File: src/rtl/pie_pkg.sv
package pie_pkg;

  typedef enum logic [3:0] {
    CND_EQ = 4'h0, CND_NE = 4'h1, CND_CS = 4'h2, CND_CC = 4'h3,
    CND_MI = 4'h4, CND_PL = 4'h5, CND_VS = 4'h6, CND_VC = 4'h7,
    CND_HI = 4'h8, CND_LS = 4'h9, CND_GE = 4'hA, CND_LT = 4'hB,
    CND_GT = 4'hC, CND_LE = 4'hD, CND_AL = 4'hE, CND_NV = 4'hF
  } cond_e;

  typedef struct packed {
    logic n;
    logic z;
    logic c;
    logic v;
  } flags_t;

endpackage

File: src/rtl/pie_rst_sync.sv
module pie_rst_sync #(
  parameter int STAGES = 2
) (
  input  logic clk,
  input  logic rst_n,
  output logic rst_sync_n
);
  logic [STAGES-1:0] chain_q;

  always_ff @(posedge clk or negedge rst_n) begin
    if (!rst_n) chain_q <= '0;
    else        chain_q <= {chain_q[STAGES-2:0], 1'b1};
  end

  assign rst_sync_n = chain_q[STAGES-1];
endmodule

File: src/rtl/pie_cond_eval.sv
module pie_cond_eval
  import pie_pkg::*;
(
  input  logic [3:0] cond_i,
  input  flags_t     flags_i,
  output logic       pass_o
);
  logic sgn_ge;

  always_comb begin
    sgn_ge = (flags_i.n == flags_i.v);
    unique case (cond_e'(cond_i))
      CND_EQ:  pass_o = flags_i.z;
      CND_NE:  pass_o = !flags_i.z;
      CND_CS:  pass_o = flags_i.c;
      CND_CC:  pass_o = !flags_i.c;
      CND_MI:  pass_o = flags_i.n;
      CND_PL:  pass_o = !flags_i.n;
      CND_VS:  pass_o = flags_i.v;
      CND_VC:  pass_o = !flags_i.v;
      CND_HI:  pass_o = flags_i.c && !flags_i.z;
      CND_LS:  pass_o = !flags_i.c || flags_i.z;
      CND_GE:  pass_o = sgn_ge;
      CND_LT:  pass_o = !sgn_ge;
      CND_GT:  pass_o = !flags_i.z && sgn_ge;
      CND_LE:  pass_o = flags_i.z || !sgn_ge;
      CND_AL:  pass_o = 1'b1;
      default: pass_o = 1'b0;
    endcase
  end
endmodule

File: src/rtl/pie_cmp_flags.sv
module pie_cmp_flags
  import pie_pkg::*;
#(
  parameter int W = 32
) (
  input  logic [W-1:0] a_i,
  input  logic [W-1:0] b_i,
  output flags_t       flags_o
);
  localparam int MSB = W - 1;

  logic [W:0]   wide_diff;
  logic [W-1:0] diff;

  always_comb begin
    wide_diff = {1'b0, a_i} - {1'b0, b_i};
    diff      = wide_diff[W-1:0];
    flags_o.n = diff[MSB];
    flags_o.z = (diff == '0);
    flags_o.c = !wide_diff[W];
    flags_o.v = (a_i[MSB] != b_i[MSB]) && (diff[MSB] != a_i[MSB]);
  end
endmodule

File: src/rtl/pie_flag_reg.sv
module pie_flag_reg
  import pie_pkg::*;
(
  input  logic   clk,
  input  logic   rst_n,
  input  logic   load_en,
  input  flags_t load_val,
  output flags_t flags_q
);
  flags_t flags_d;

  always_comb begin
    flags_d = flags_q;
    if (load_en) flags_d = load_val;
  end

  always_ff @(posedge clk or negedge rst_n) begin
    if (!rst_n) flags_q <= '0;
    else        flags_q <= flags_d;
  end
endmodule

File: src/rtl/pie_gate.sv
module pie_gate
  import pie_pkg::*;
#(
  parameter int W = 32
) (
  input  logic         clk,
  input  logic         rst_n,
  input  logic         valid_i,
  input  logic [3:0]   cond_i,
  input  logic         is_cmp_i,
  input  logic         rd_we_req_i,
  input  logic [W-1:0] op_a_i,
  input  logic [W-1:0] op_b_i,
  output logic         exec_o,
  output logic         rd_we_o,
  output logic         flag_we_o,
  output logic [3:0]   flags_o
);
  logic   rst_int_n;
  logic   cond_pass;
  flags_t cur_flags;
  flags_t cmp_result;

  pie_rst_sync #(.STAGES(2)) u_rst (
    .clk        (clk),
    .rst_n      (rst_n),
    .rst_sync_n (rst_int_n)
  );

  pie_cond_eval u_eval (
    .cond_i  (cond_i),
    .flags_i (cur_flags),
    .pass_o  (cond_pass)
  );

  pie_cmp_flags #(.W(W)) u_cmp (
    .a_i     (op_a_i),
    .b_i     (op_b_i),
    .flags_o (cmp_result)
  );

  always_comb begin
    exec_o    = valid_i && cond_pass && rst_int_n;
    rd_we_o   = exec_o && rd_we_req_i && !is_cmp_i;
    flag_we_o = exec_o && is_cmp_i;
  end

  pie_flag_reg u_flags (
    .clk      (clk),
    .rst_n    (rst_int_n),
    .load_en  (flag_we_o),
    .load_val (cmp_result),
    .flags_q  (cur_flags)
  );

  assign flags_o = cur_flags;
endmodule

File: config.mk
export PLATFORM = sky130hd
export DESIGN_NAME = pie_gate
export DESIGN_NICKNAME = d
export VERILOG_FILES = /design/src/rtl/pie_pkg.sv /design/src/rtl/pie_rst_sync.sv /design/src/rtl/pie_cond_eval.sv /design/src/rtl/pie_cmp_flags.sv /design/src/rtl/pie_flag_reg.sv /design/src/rtl/pie_gate.sv
export SDC_FILE = /design/constraint.sdc
export NUM_CORES = 1
export LEC_CHECK = 0
export ABC_AREA = 1
export BUFFER_PORTS_ARGS = -buffer_cell sky130_fd_sc_hd__buf_2
export CAP_MARGIN = 10
export CORE_MARGIN = 10
export CORE_UTILIZATION = 40
export DETAILED_ROUTE_END_ITERATION = 10
export GPL_ROUTABILITY_DRIVEN = 0
export PLACE_DENSITY = 0.69
export SLEW_MARGIN = 20
export SYNTH_ARGS = -nofsm -noshare
export SYNTH_HDL_FRONTEND = slang
export SYNTH_HIERARCHICAL = 1
export SYNTH_SLANG_ARGS = --single-unit
File: constraint.sdc
create_clock -name clk -period 1.71 [get_ports clk]
set_input_delay 0.171 -clock clk [delete_from_list [all_inputs] [get_ports clk]]
set_output_delay 0.171 -clock clk [all_outputs]
set_load 0.02 [all_outputs]
Word-level counts from Yosys, hierarchy flattened
Index checks and enable logic that the tools add are counted.
{"block": "op_classes", "eq_ne": 17, "mux": 1, "addsub": 1, "reduce_logical": 19}
{"operator": "subtractor 32 x 32 -> 33 bit", "n": 1}
{"operator": "zero test 32 bit", "n": 1}
{"operator": "equality test 4 bit (second input constant)", "n": 7}
{"operator": "equality test 4 x 3 -> 1 bit (second input constant)", "n": 4}
{"operator": "case mux 1 bit (15 select lines)", "n": 1}
{"operator": "equality test 4 x 2 -> 1 bit (second input constant)", "n": 2}
{"operator": "logical AND 1 bit", "n": 8}
{"operator": "zero test 1 bit", "n": 7}
{"operator": "equality test 4 x 1 -> 1 bit (second input constant)", "n": 1}
{"operator": "zero test 4 bit", "n": 1}
{"operator": "logical OR 1 bit", "n": 2}
{"operator": "inequality test 1 bit", "n": 2}
{"operator": "equality test 1 bit", "n": 1}
{"block": "totals", "ff_bits": 6, "in_bits": 73, "out_inout_bits": 7, "wordCells": 43}

Longest topological paths before layout
Gate-level depths: netlist (run 1).
{"block": "depth", "word_depth": 8, "ltp_mapped": 20, "ltp_nobuf": 20}

Cells and area by module
The synthesis (run 1) kept the hierarchy.
{"module": "pie_cmp_flags", "instances": 1, "cells_each": 609, "seq_area_each_um2": 0.0, "area_each_um2": 2766.4}
{"module": "pie_cond_eval", "instances": 1, "cells_each": 55, "seq_area_each_um2": 0.0, "area_each_um2": 229.0}
{"module": "pie_flag_reg", "instances": 1, "cells_each": 17, "seq_area_each_um2": 100.1, "area_each_um2": 148.9}
{"module": "pie_rst_sync", "instances": 1, "cells_each": 3, "seq_area_each_um2": 50.0, "area_each_um2": 53.8}
{"module": "pie_gate", "instances": 1, "cells_each": 6, "seq_area_each_um2": 0.0, "area_each_um2": 28.8}

Least setup slack after synthesis (run 1)
Ideal clock, no wire load.
{"block": "synth_path", "kind": "input port to flip-flop", "startpoint": "input port op_a_i[0]", "endpoint": "register u_flags/flags_q[2] in the netlist's numbering", "path_buffers": 0, "required_time_ns": 1.643, "cell_stages": 17, "arrival_ns": 1.830, "setup_ns": 0.067, "slack_ns": -0.187, "path_cell_list": "inv_1 -> ha_1 -> fa_1 -> inv_1 -> nand2_1 -> nand2_1 -> and2_1 -> nand2_1 -> nand3_1 -> nand2_1 -> nand3_1 -> nand4_1 -> nor2_1 -> nand2_1 -> nor2_1 -> nand2_1 -> nand2_1"}
{"item": "from (decl)", "line": "pie_gate.sv:12", "rtl": "input logic [W-1:0] op_a_i,"}
{"item": "to (signal assigned)", "line": "pie_flag_reg.sv:19", "rtl": "else flags_q <= flags_d;"}
{"item": "to (decl)", "line": "pie_flag_reg.sv:8", "rtl": "output flags_t flags_q"}

==> results of run 1 <==
## placed cells by master, fill, tap and decap left out, types with 2 or more instances in the layout
cell	count
sky130_fd_sc_hd__ha_1	9
sky130_fd_sc_hd__dfrtp_1	6
sky130_fd_sc_hd__buf_4	60
sky130_fd_sc_hd__ha_4	22
sky130_fd_sc_hd__nand2_4	7
sky130_fd_sc_hd__buf_2	76
sky130_fd_sc_hd__a21oi_1	14
sky130_fd_sc_hd__nand2_2	29
sky130_fd_sc_hd__nor2_4	10
sky130_fd_sc_hd__o21ai_0	3
sky130_fd_sc_hd__nand3_2	7
sky130_fd_sc_hd__o21bai_1	3
sky130_fd_sc_hd__nand2_1	258
sky130_fd_sc_hd__nand4_1	13
sky130_fd_sc_hd__nor3_1	3
sky130_fd_sc_hd__nor2_1	53
sky130_fd_sc_hd__clkbuf_8	3
sky130_fd_sc_hd__nand3_4	2
sky130_fd_sc_hd__nand3b_1	3
sky130_fd_sc_hd__or2_2	2
sky130_fd_sc_hd__clkinv_1	2
sky130_fd_sc_hd__nor2_2	15
sky130_fd_sc_hd__inv_1	155
sky130_fd_sc_hd__a21oi_2	10
sky130_fd_sc_hd__inv_2	8
sky130_fd_sc_hd__nand3_1	44
## kinds of logic after synthesis
| group | share of synthesized area (%) |
|---|---|
| flops | 4.65 |
| other cells | 0.116 |
| buf+inv | 19.3 |
| xor+xnor | 0.271 |
| fa+ha+maj | 13.0 |
| simple gates | 57.3 |
| compound gates | 5.35 |
## metrics by stage
| step | area, um2 | TNS (ns) |
|---|---|---|
| 4_1_cts | 4570 | -0.0782 |
| 5_1_grt | 4880 | -1.13 |
| 3_5_place_dp | 4150 | -1.32 |
| 3_3_place_gp | 4150 | -1.17 |
| 6_report | 4880 | -0.191 |
| 2_1_floorplan | 3240 | -0.0961 |
## path summary, 6_finish.rpt
check                              startpoint                  to  slack (ns)  depth (start not counted)
min in group clk                   op_a_i[31]  u_flags/flags_q[0]        0.33                          5
setup reg to reg           u_flags/flags_q[0]  u_flags/flags_q[3]        0.05                         14
max in group asynchronous               rst_n    u_rst/chain_q[0]        1.34                          2
hold reg to reg              u_rst/chain_q[1]  u_flags/flags_q[0]        0.07                          0
hold / removal               u_rst/chain_q[1]  u_flags/flags_q[0]        0.07                          0
setup / recovery                   op_b_i[22]  u_flags/flags_q[2]        -0.1                         17
## flip-flops by register name, summed over array words and instances (netlist names)
| register | cells |
|---|---|
| u_flags/flags_q | 4 |
| u_rst/chain_q | 2 |
## metal layers
metal | GRT usage (%) | share of wire (%)
met1 | 20.9 | 41
met2 | 31.5 | 50
met4 | 6.23 | 2.4
met5 | 0 | 0
met3 | 1.58 | 6.3
## repair_timing
item	in CTS	in global routing
pin swaps	25	24
resized for setup	68	66
setup buffers	7	1
hold buffers	1	0
setup endpoints to repair	6	7
endpoints found under the hold margin	2	0
## power breakdown
group | internal (mW) | switching (mW)
Clock | 0.151 | 0.0618
Sequential | 0.174 | 0.0442
Combinational | 0.746 | 0.995
Total | 1.07 | 1.10
## layout make-up
cell class	count	share of cell area [%]
Multi-Input combinational cell	518	62.9
Timing Repair Buffer	139	17.8
Inverter	166	12.8
Sequential cell	6	3.08
Tap cell	102	2.62
Clock buffer	3	0.846
==> summary.json, run 1 <==
{
  "power.density": {"value": 445, "unit": "nW/um2"},
  "layout.core_utilization": {"value": 62.8, "unit": "%"},
  "placement_rows": {"value": 32},
  "placed_cells_incl_taps": {"value": 922},
  "maxCapViolations": {"value": 0},
  "grt_pass1_vias": {"value": 4394},
  "synthArstFlopShare": {"value": 100, "unit": "%"},
  "synth_enable_flop_cells": {"value": 0},
  "pre_cts_ws": {"value": -0.427, "unit": "ns"},
  "number_of_nets_in_the_final_layout": {"value": 940},
  "ys.flop_type": {"value": "sky130_fd_sc_hd__dfrtp_1"},
  "min_period_over_period": {"value": 106, "unit": "%"},
  "final_hold_viols": {"value": 0},
  "timing.final.max_slew_violations": {"value": 0},
  "wire_length_of_the_first_global_routing_pass": {"value": 18000, "unit": "um"},
  "final.setup_skew": {"value": 0.00630, "unit": "ns"},
  "report.power.total": {"value": 2.17, "unit": "mW"},
  "syn2layout_area_growth": {"value": 51.2, "unit": "%"},
  "netlist-cell-type-count": {"value": 23},
  "cts.root.buffer_cell": {"value": "sky130_fd_sc_hd__clkbuf_8"},
  "ios": {"value": 80},
  "critPathBufInv": {"value": 2},
  "synthesis.area": {"value": 3230, "unit": "um2"},
  "portBuffers": {"value": 79},
  "antenna_violations_before_repair": {"value": 0},
  "latest_clock_arrival_within_the_worst_skew_pair": {"value": 0.22, "unit": "ns"},
  "die-width": {"value": 110, "unit": "um"},
  "rsz_0062_raised_after_global_routing": {"value": "yes"},
  "crit_path_max_incr_delay": {"value": 0.37, "unit": "ns"},
  "numCtsBuffers": {"value": 3},
  "drtAntennaViolNets": {"value": 0},
  "slowest_stage": {"value": "sky130_fd_sc_hd__ha_2"},
  "synth.yosys.warnings": {"value": 6},
  "worst_ep_required_time": {"value": 1.87, "unit": "ns"},
  "ff_latch_area": {"value": 150, "unit": "um2"},
  "setup.worst_path.start_class": {"value": "primary input"},
  "wirelength": {"value": 11100, "unit": "um"},
  "clkTransAtPathRegs": {"value": 0.04, "unit": "ns"},
  "synth.largest_area_cell": {"value": "sky130_fd_sc_hd__nand2_1"},
  "path_max_fanout": {"value": 4},
  "per_cell_via_count_in_the_routed_design": {"value": 4.87},
  "synth_seq_area_share": {"value": 4.65, "unit": "%"},
  "core": {"value": 7770, "unit": "um2"},
  "drt-initial-drc-count": {"value": 288},
  "grt_use_total": {"value": 17.4, "unit": "%"},
  "failing_checks": {"value": "setup timing"},
  "synth_common_cells": {"value": "sky130_fd_sc_hd__nand2_1, sky130_fd_sc_hd__inv_1, sky130_fd_sc_hd__nor2_1, sky130_fd_sc_hd__nand3_1, sky130_fd_sc_hd__ha_1"},
  "critical_path.endpoint_type": {"value": "flip-flop"},
  "drc": {"value": 0},
  "cp_top_family": {"value": "simple AND/OR/NAND/NOR gates"},
  "fill_cells": {"value": 771},
  "critPathArrivalTime": {"value": 1.96, "unit": "ns"},
  "crit_top_cell": {"value": "sky130_fd_sc_hd__nand2_1"},
  "die-height": {"value": 110, "unit": "um"},
  "multi_input_area": {"value": 3070, "unit": "um2"},
  "leakage_power": {"value": 2.95, "unit": "nW"},
  "max_fclk": {"value": 553, "unit": "MHz"},
  "fin_crit": {"value": 1.81, "unit": "ns"},
  "detailroute.via_count": {"value": 4545},
  "fin_ws": {"value": -0.0974, "unit": "ns"},
  "hold_slack": {"value": 0.0736, "unit": "ns"},
  "cts_tree": {"value": "done"},
  "grt_start_max_net_pins": {"value": 8},
  "insertedDiodeCount": {"value": 0},
  "status": {"value": "finished, violations left"},
  "final_layout_size_suffix_gt1_share": {"value": 31.4, "unit": "%"},
  "worst_ir_drop_vdd": {"value": 0.213, "unit": "mV"},
  "area_share_of_the_largest_cell_type_after_synthesis": {"value": 33.9, "unit": "%"},
  "globalRoute.totalOverflow": {"value": 0},
  "postSynthRegisterBits": {"value": 6},
  "holdCritPathClass": {"value": "reg -> async"},
  "cp_cell_sequence": {"value": "buf_2 -> inv_1 -> ha_2 -> nand2_1 -> nor2_2 -> nand2_1 -> nor2_1 -> nand2_1 -> nand4_1 -> nand2_1 -> nor2_1 -> nand2_1 -> nor2_1 -> nand2_1 -> nor2_2 -> nand2_1 -> nand2_1"},
  "syn-instance-count": {"value": 690},
  "average_wire_per_standard_cell": {"value": 11.9, "unit": "um"},
  "setup-violations-final": {"value": 5},
  "yosys.cell_count.top_type": {"value": "sky130_fd_sc_hd__nand2_1"},
  "number_of_standard_cells_in_the_layout_taps_in_and_fillers_out": {"value": 934},
  "place.detailed.hpwl": {"value": 8970, "unit": "um"},
  "floorplan.die_area": {"value": 12100, "unit": "um2"},
  "htree_levels": {"value": 1},
  "synthesis.nets": {"value": 796},
  "worst_setup_path_category": {"value": "in -> reg"},
  "starting_utilization_of_the_core_area": {"value": 41.5, "unit": "%"},
  "post_synth_main_area_contributors": {"value": "sky130_fd_sc_hd__nand2_1, sky130_fd_sc_hd__inv_1, sky130_fd_sc_hd__ha_1"},
  "cts_sinks": {"value": 6},
  "detailedRoute.firstPassIterationCount": {"value": 5},
  "clock_tree.buffer_depth": {"value": 2},
  "mean_cell_area_of_the_mapped_netlist": {"value": 4.68, "unit": "um2"}
}
Note: power is estimated with default switching activity, not from simulation.
==> run 2, diff against run 1 <==
==> constraint.sdc (replaced) <==
create_clock -name clk -period 1.7 [get_ports clk]
set_input_delay 0.17 -clock clk [delete_from_list [all_inputs] [get_ports clk]]
set_output_delay 0.17 -clock clk [all_outputs]
set_load 0.02 [all_outputs]
==> summary.json, run 2 (same netlist as run 1, synthesis figures left out) <==
{
  "globalRoute.totalOverflow": {"value": 0, "change": "unchanged"},
  "final_common_cell": {"value": "sky130_fd_sc_hd__nand2_1"},
  "placed_cells_incl_taps": {"value": 922, "change": "unchanged"},
  "grt_use_total": {"value": 18.0, "unit": "%", "change": "+0.55 points"},
  "critPathArrivalTime": {"value": 2.03, "unit": "ns", "change": "+0.07 ns"},
  "critical_path.endpoint_type": {"value": "flip-flop"},
  "drc": {"value": 0, "change": "unchanged"},
  "final_hold_viols": {"value": 0, "change": "unchanged"},
  "grt_pass1_vias": {"value": 4569, "change": "+4.0%"},
  "number_of_standard_cells_in_the_layout_taps_in_and_fillers_out": {"value": 936, "change": "+0.21%"},
  "portBuffers": {"value": 79, "change": "unchanged"},
  "ff_latch_area": {"value": 151, "unit": "um2", "change": "+0.83%"},
  "ios": {"value": 80, "change": "unchanged"},
  "htree_levels": {"value": 1, "change": "unchanged"},
  "mostFrequentLayoutCells": {"value": "sky130_fd_sc_hd__nand2_1, sky130_fd_sc_hd__inv_1, sky130_fd_sc_hd__buf_2"},
  "power.switching": {"value": 1.07, "unit": "mW", "change": "-2.4%"},
  "worst_setup_path_category": {"value": "in -> reg"},
  "core": {"value": 7770, "unit": "um2", "change": "unchanged"},
  "fill_cells": {"value": 759, "change": "-1.6%"},
  "place.detailed.hpwl": {"value": 8970, "unit": "um", "change": "about the same"},
  "drtAntennaViolNets": {"value": 0, "change": "unchanged"},
  "holdCritPathClass": {"value": "reg -> async"},
  "multi_input_area": {"value": 2990, "unit": "um2", "change": "-2.4%"},
  "per_cell_via_count_in_the_routed_design": {"value": 4.89, "change": "+0.51%"},
  "fin_ws": {"value": -0.178, "unit": "ns", "change": "-0.0810 ns"},
  "power_switching_share": {"value": 49.8, "unit": "%", "change": "-0.90 points"},
  "max_fclk": {"value": 532, "unit": "MHz"},
  "timing.final.max_slew_violations": {"value": 0, "change": "unchanged"},
  "min_period_over_period": {"value": 110, "unit": "%"},
  "largest_reg_flops": {"value": 4, "change": "unchanged"},
  "path_max_fanout": {"value": 3, "change": "-1"},
  "cts.root.buffer_cell": {"value": "sky130_fd_sc_hd__clkbuf_8"},
  "die-height": {"value": 110, "unit": "um", "change": "unchanged"},
  "cts_tree": {"value": "done"},
  "detailroute.via_count": {"value": 4578, "change": "+0.73%"},
  "leakage_power": {"value": 2.94, "unit": "nW", "change": "-0.36%"},
  "average_wire_per_standard_cell": {"value": 11.7, "unit": "um", "change": "-2.2%"},
  "detailedRoute.firstPassIterationCount": {"value": 5, "change": "unchanged"},
  "biggestRegsByFlops": {"value": "u_flags/flags_q x4, u_rst/chain_q x2"},
  "insertedDiodeCount": {"value": 0, "change": "unchanged"},
  "starting_utilization_of_the_core_area": {"value": 41.5, "unit": "%", "change": "unchanged"},
  "syn2layout_area_growth": {"value": 49.9, "unit": "%"},
  "slowest_stage": {"value": "sky130_fd_sc_hd__fa_2"},
  "fin_crit": {"value": 1.88, "unit": "ns"},
  "setup.worst_path.start_class": {"value": "primary input"},
  "die-width": {"value": 110, "unit": "um", "change": "unchanged"},
  "wire_length_of_the_first_global_routing_pass": {"value": 18700, "unit": "um", "change": "+3.4%"},
  "failing_checks": {"value": "setup timing"},
  "antenna_violations_before_repair": {"value": 0, "change": "unchanged"},
  "share_clk_of_total_power": {"value": 9.6, "unit": "%", "change": "-0.2 points"},
  "drt-initial-drc-count": {"value": 277, "change": "-3.8%"},
  "setup-violations-final": {"value": 1, "change": "-4"},
  "placement_rows": {"value": 32, "change": "unchanged"},
  "floorplan.die_area": {"value": 12100, "unit": "um2", "change": "unchanged"},
  "numCtsBuffers": {"value": 3, "change": "unchanged"},
  "sequentialPowerShare": {"value": 10.3, "unit": "%", "change": "+0.2 points"},
  "final.setup_skew": {"value": 0.00303, "unit": "ns", "change": "-0.00327 ns"},
  "rsz_0062_raised_after_global_routing": {"value": "yes"},
  "wirelength": {"value": 10900, "unit": "um", "change": "-2.0%"},
  "pwr-share-comb": {"value": 80.1, "unit": "%", "change": "about the same"},
  "final_layout_size_suffix_gt1_share": {"value": 30.1, "unit": "%", "change": "-1.3 points"},
  "number_of_nets_in_the_final_layout": {"value": 942, "change": "+0.21%"},
  "clock_tree.buffer_depth": {"value": 2, "change": "unchanged"},
  "hold_slack": {"value": 0.0696, "unit": "ns", "change": "-0.00409 ns"},
  "internal-power": {"value": 1.08, "unit": "mW", "change": "+1.1%"},
  "cp_cell_sequence": {"value": "buf_8 -> inv_4 -> ha_4 -> fa_2 -> inv_2 -> nand2_2 -> nand2_2 -> and2_4 -> buf_12 -> nand2_4 -> nand3_4 -> nand2_2 -> nand3_2 -> nand4_1 -> nor2_1 -> nand2_1 -> nor2_1 -> nand2_1 -> nand2_1"},
  "crit_path_max_incr_delay": {"value": 0.33, "unit": "ns", "change": "-0.04 ns"},
  "power.density": {"value": 446, "unit": "nW/um2", "change": "+0.22%"},
  "worst_ir_drop_vdd": {"value": 0.196, "unit": "mV", "change": "-8.0%"},
  "largest_register": {"value": "u_flags/flags_q"},
  "worst_ep_required_time": {"value": 1.85, "unit": "ns", "change": "-0.02 ns"},
  "maxCapViolations": {"value": 0, "change": "unchanged"},
  "grt_start_max_net_pins": {"value": 8, "change": "unchanged"},
  "status": {"value": "finished, violations left"},
  "cts_sinks": {"value": 6, "change": "unchanged"},
  "latest_clock_arrival_within_the_worst_skew_pair": {"value": 0.22, "unit": "ns", "change": "about the same"},
  "clkTransAtPathRegs": {"value": 0.04, "unit": "ns", "change": "about the same"}
}
## run 2: cell count changes in the layout (fill, tap and decap cells not counted), moves of 2 or more
cell | before | now
sky130_fd_sc_hd__nor2_4 | 10 | 7
sky130_fd_sc_hd__nor2_1 | 53 | 59
sky130_fd_sc_hd__buf_4 | 60 | 62
sky130_fd_sc_hd__inv_1 | 155 | 157
sky130_fd_sc_hd__nand2_1 | 258 | 262
sky130_fd_sc_hd__inv_2 | 8 | 6
sky130_fd_sc_hd__nor2_2 | 15 | 12
sky130_fd_sc_hd__nand2_2 | 29 | 31
sky130_fd_sc_hd__nand2_4 | 7 | 1
## run 2: layer usage
layer,global-route usage [%],part of all wire [%]
met1,20.8,41
met2,32.6,49
met4,7.71,3.6
met3,2.05,7.0
met5,0,0
## run 2: timing repair
| item | 4_1_cts | 5_1_grt |
|---|---|---|
| buffers inserted | 8 | 2 |
| resized for setup | 81 | 28 |
| setup endpoints to repair | 5 | 7 |
| hold buffers | 1 | 0 |
| endpoints found under the hold margin | 2 | 0 |
| pin swaps | 24 | 13 |
## run 2: layout make-up
cell class	instances	area share, %
Multi-Input combinational cell	518	61.9
Sequential cell	6	3.13
Tap cell	102	2.64
Timing Repair Buffer	141	18.6
Clock buffer	3	0.854
Inverter	166	12.9
## run 2: metrics by stage
| step | setup slack [ns] | instance area [um2] | TNS [ns] | power, mW | util [%] |
|---|---|---|---|---|---|
| after floorplan | -0.105 | 3240 | -0.105 | 1.11 | - |
| after global placement | -0.399 | 4150 | -1.19 | 1.60 | 53.4 |
| after detailed placement | -0.424 | 4150 | -1.24 | 1.63 | 53.4 |
| after CTS | -0.0379 | 4710 | -0.0379 | 2.06 | 60.6 |
| after global routing | -0.355 | 4840 | -0.977 | 2.39 | 62.3 |
| final | -0.178 | 4840 | -0.178 | 2.16 | 62.3 |
## run 2: power by group through the flow
stage               Combinational [mW]  Clock (mW)  Sequential, mW
detailed placement                1.40           0           0.223
floorplan                        0.864           0           0.251
global placement                  1.38           0           0.220
global route                      1.93       0.224           0.233
finish                            1.73       0.208           0.221
CTS                               1.63       0.213           0.218
## run 2: final timing paths
check                              startpoint            endpoint  slack, ns  cells past startpoint
max in group asynchronous               rst_n    u_rst/chain_q[1]       1.34                      2
setup / recovery                    op_a_i[0]  u_flags/flags_q[2]      -0.18                     19
hold reg to reg              u_rst/chain_q[1]  u_flags/flags_q[0]       0.07                      0
setup reg to reg           u_flags/flags_q[2]  u_flags/flags_q[1]       0.07                     13
min in group clk                   op_a_i[31]  u_flags/flags_q[0]       0.32                      5
hold / removal               u_rst/chain_q[1]  u_flags/flags_q[0]       0.07                      0
## run 2: worst max-delay path, delay by kind of cell
kind                     cells  cell delay, ns
AND/OR/NAND/NOR             13            1.11
adder cells (fa/ha/maj)      2            0.48
buffers and inverters        4            0.28
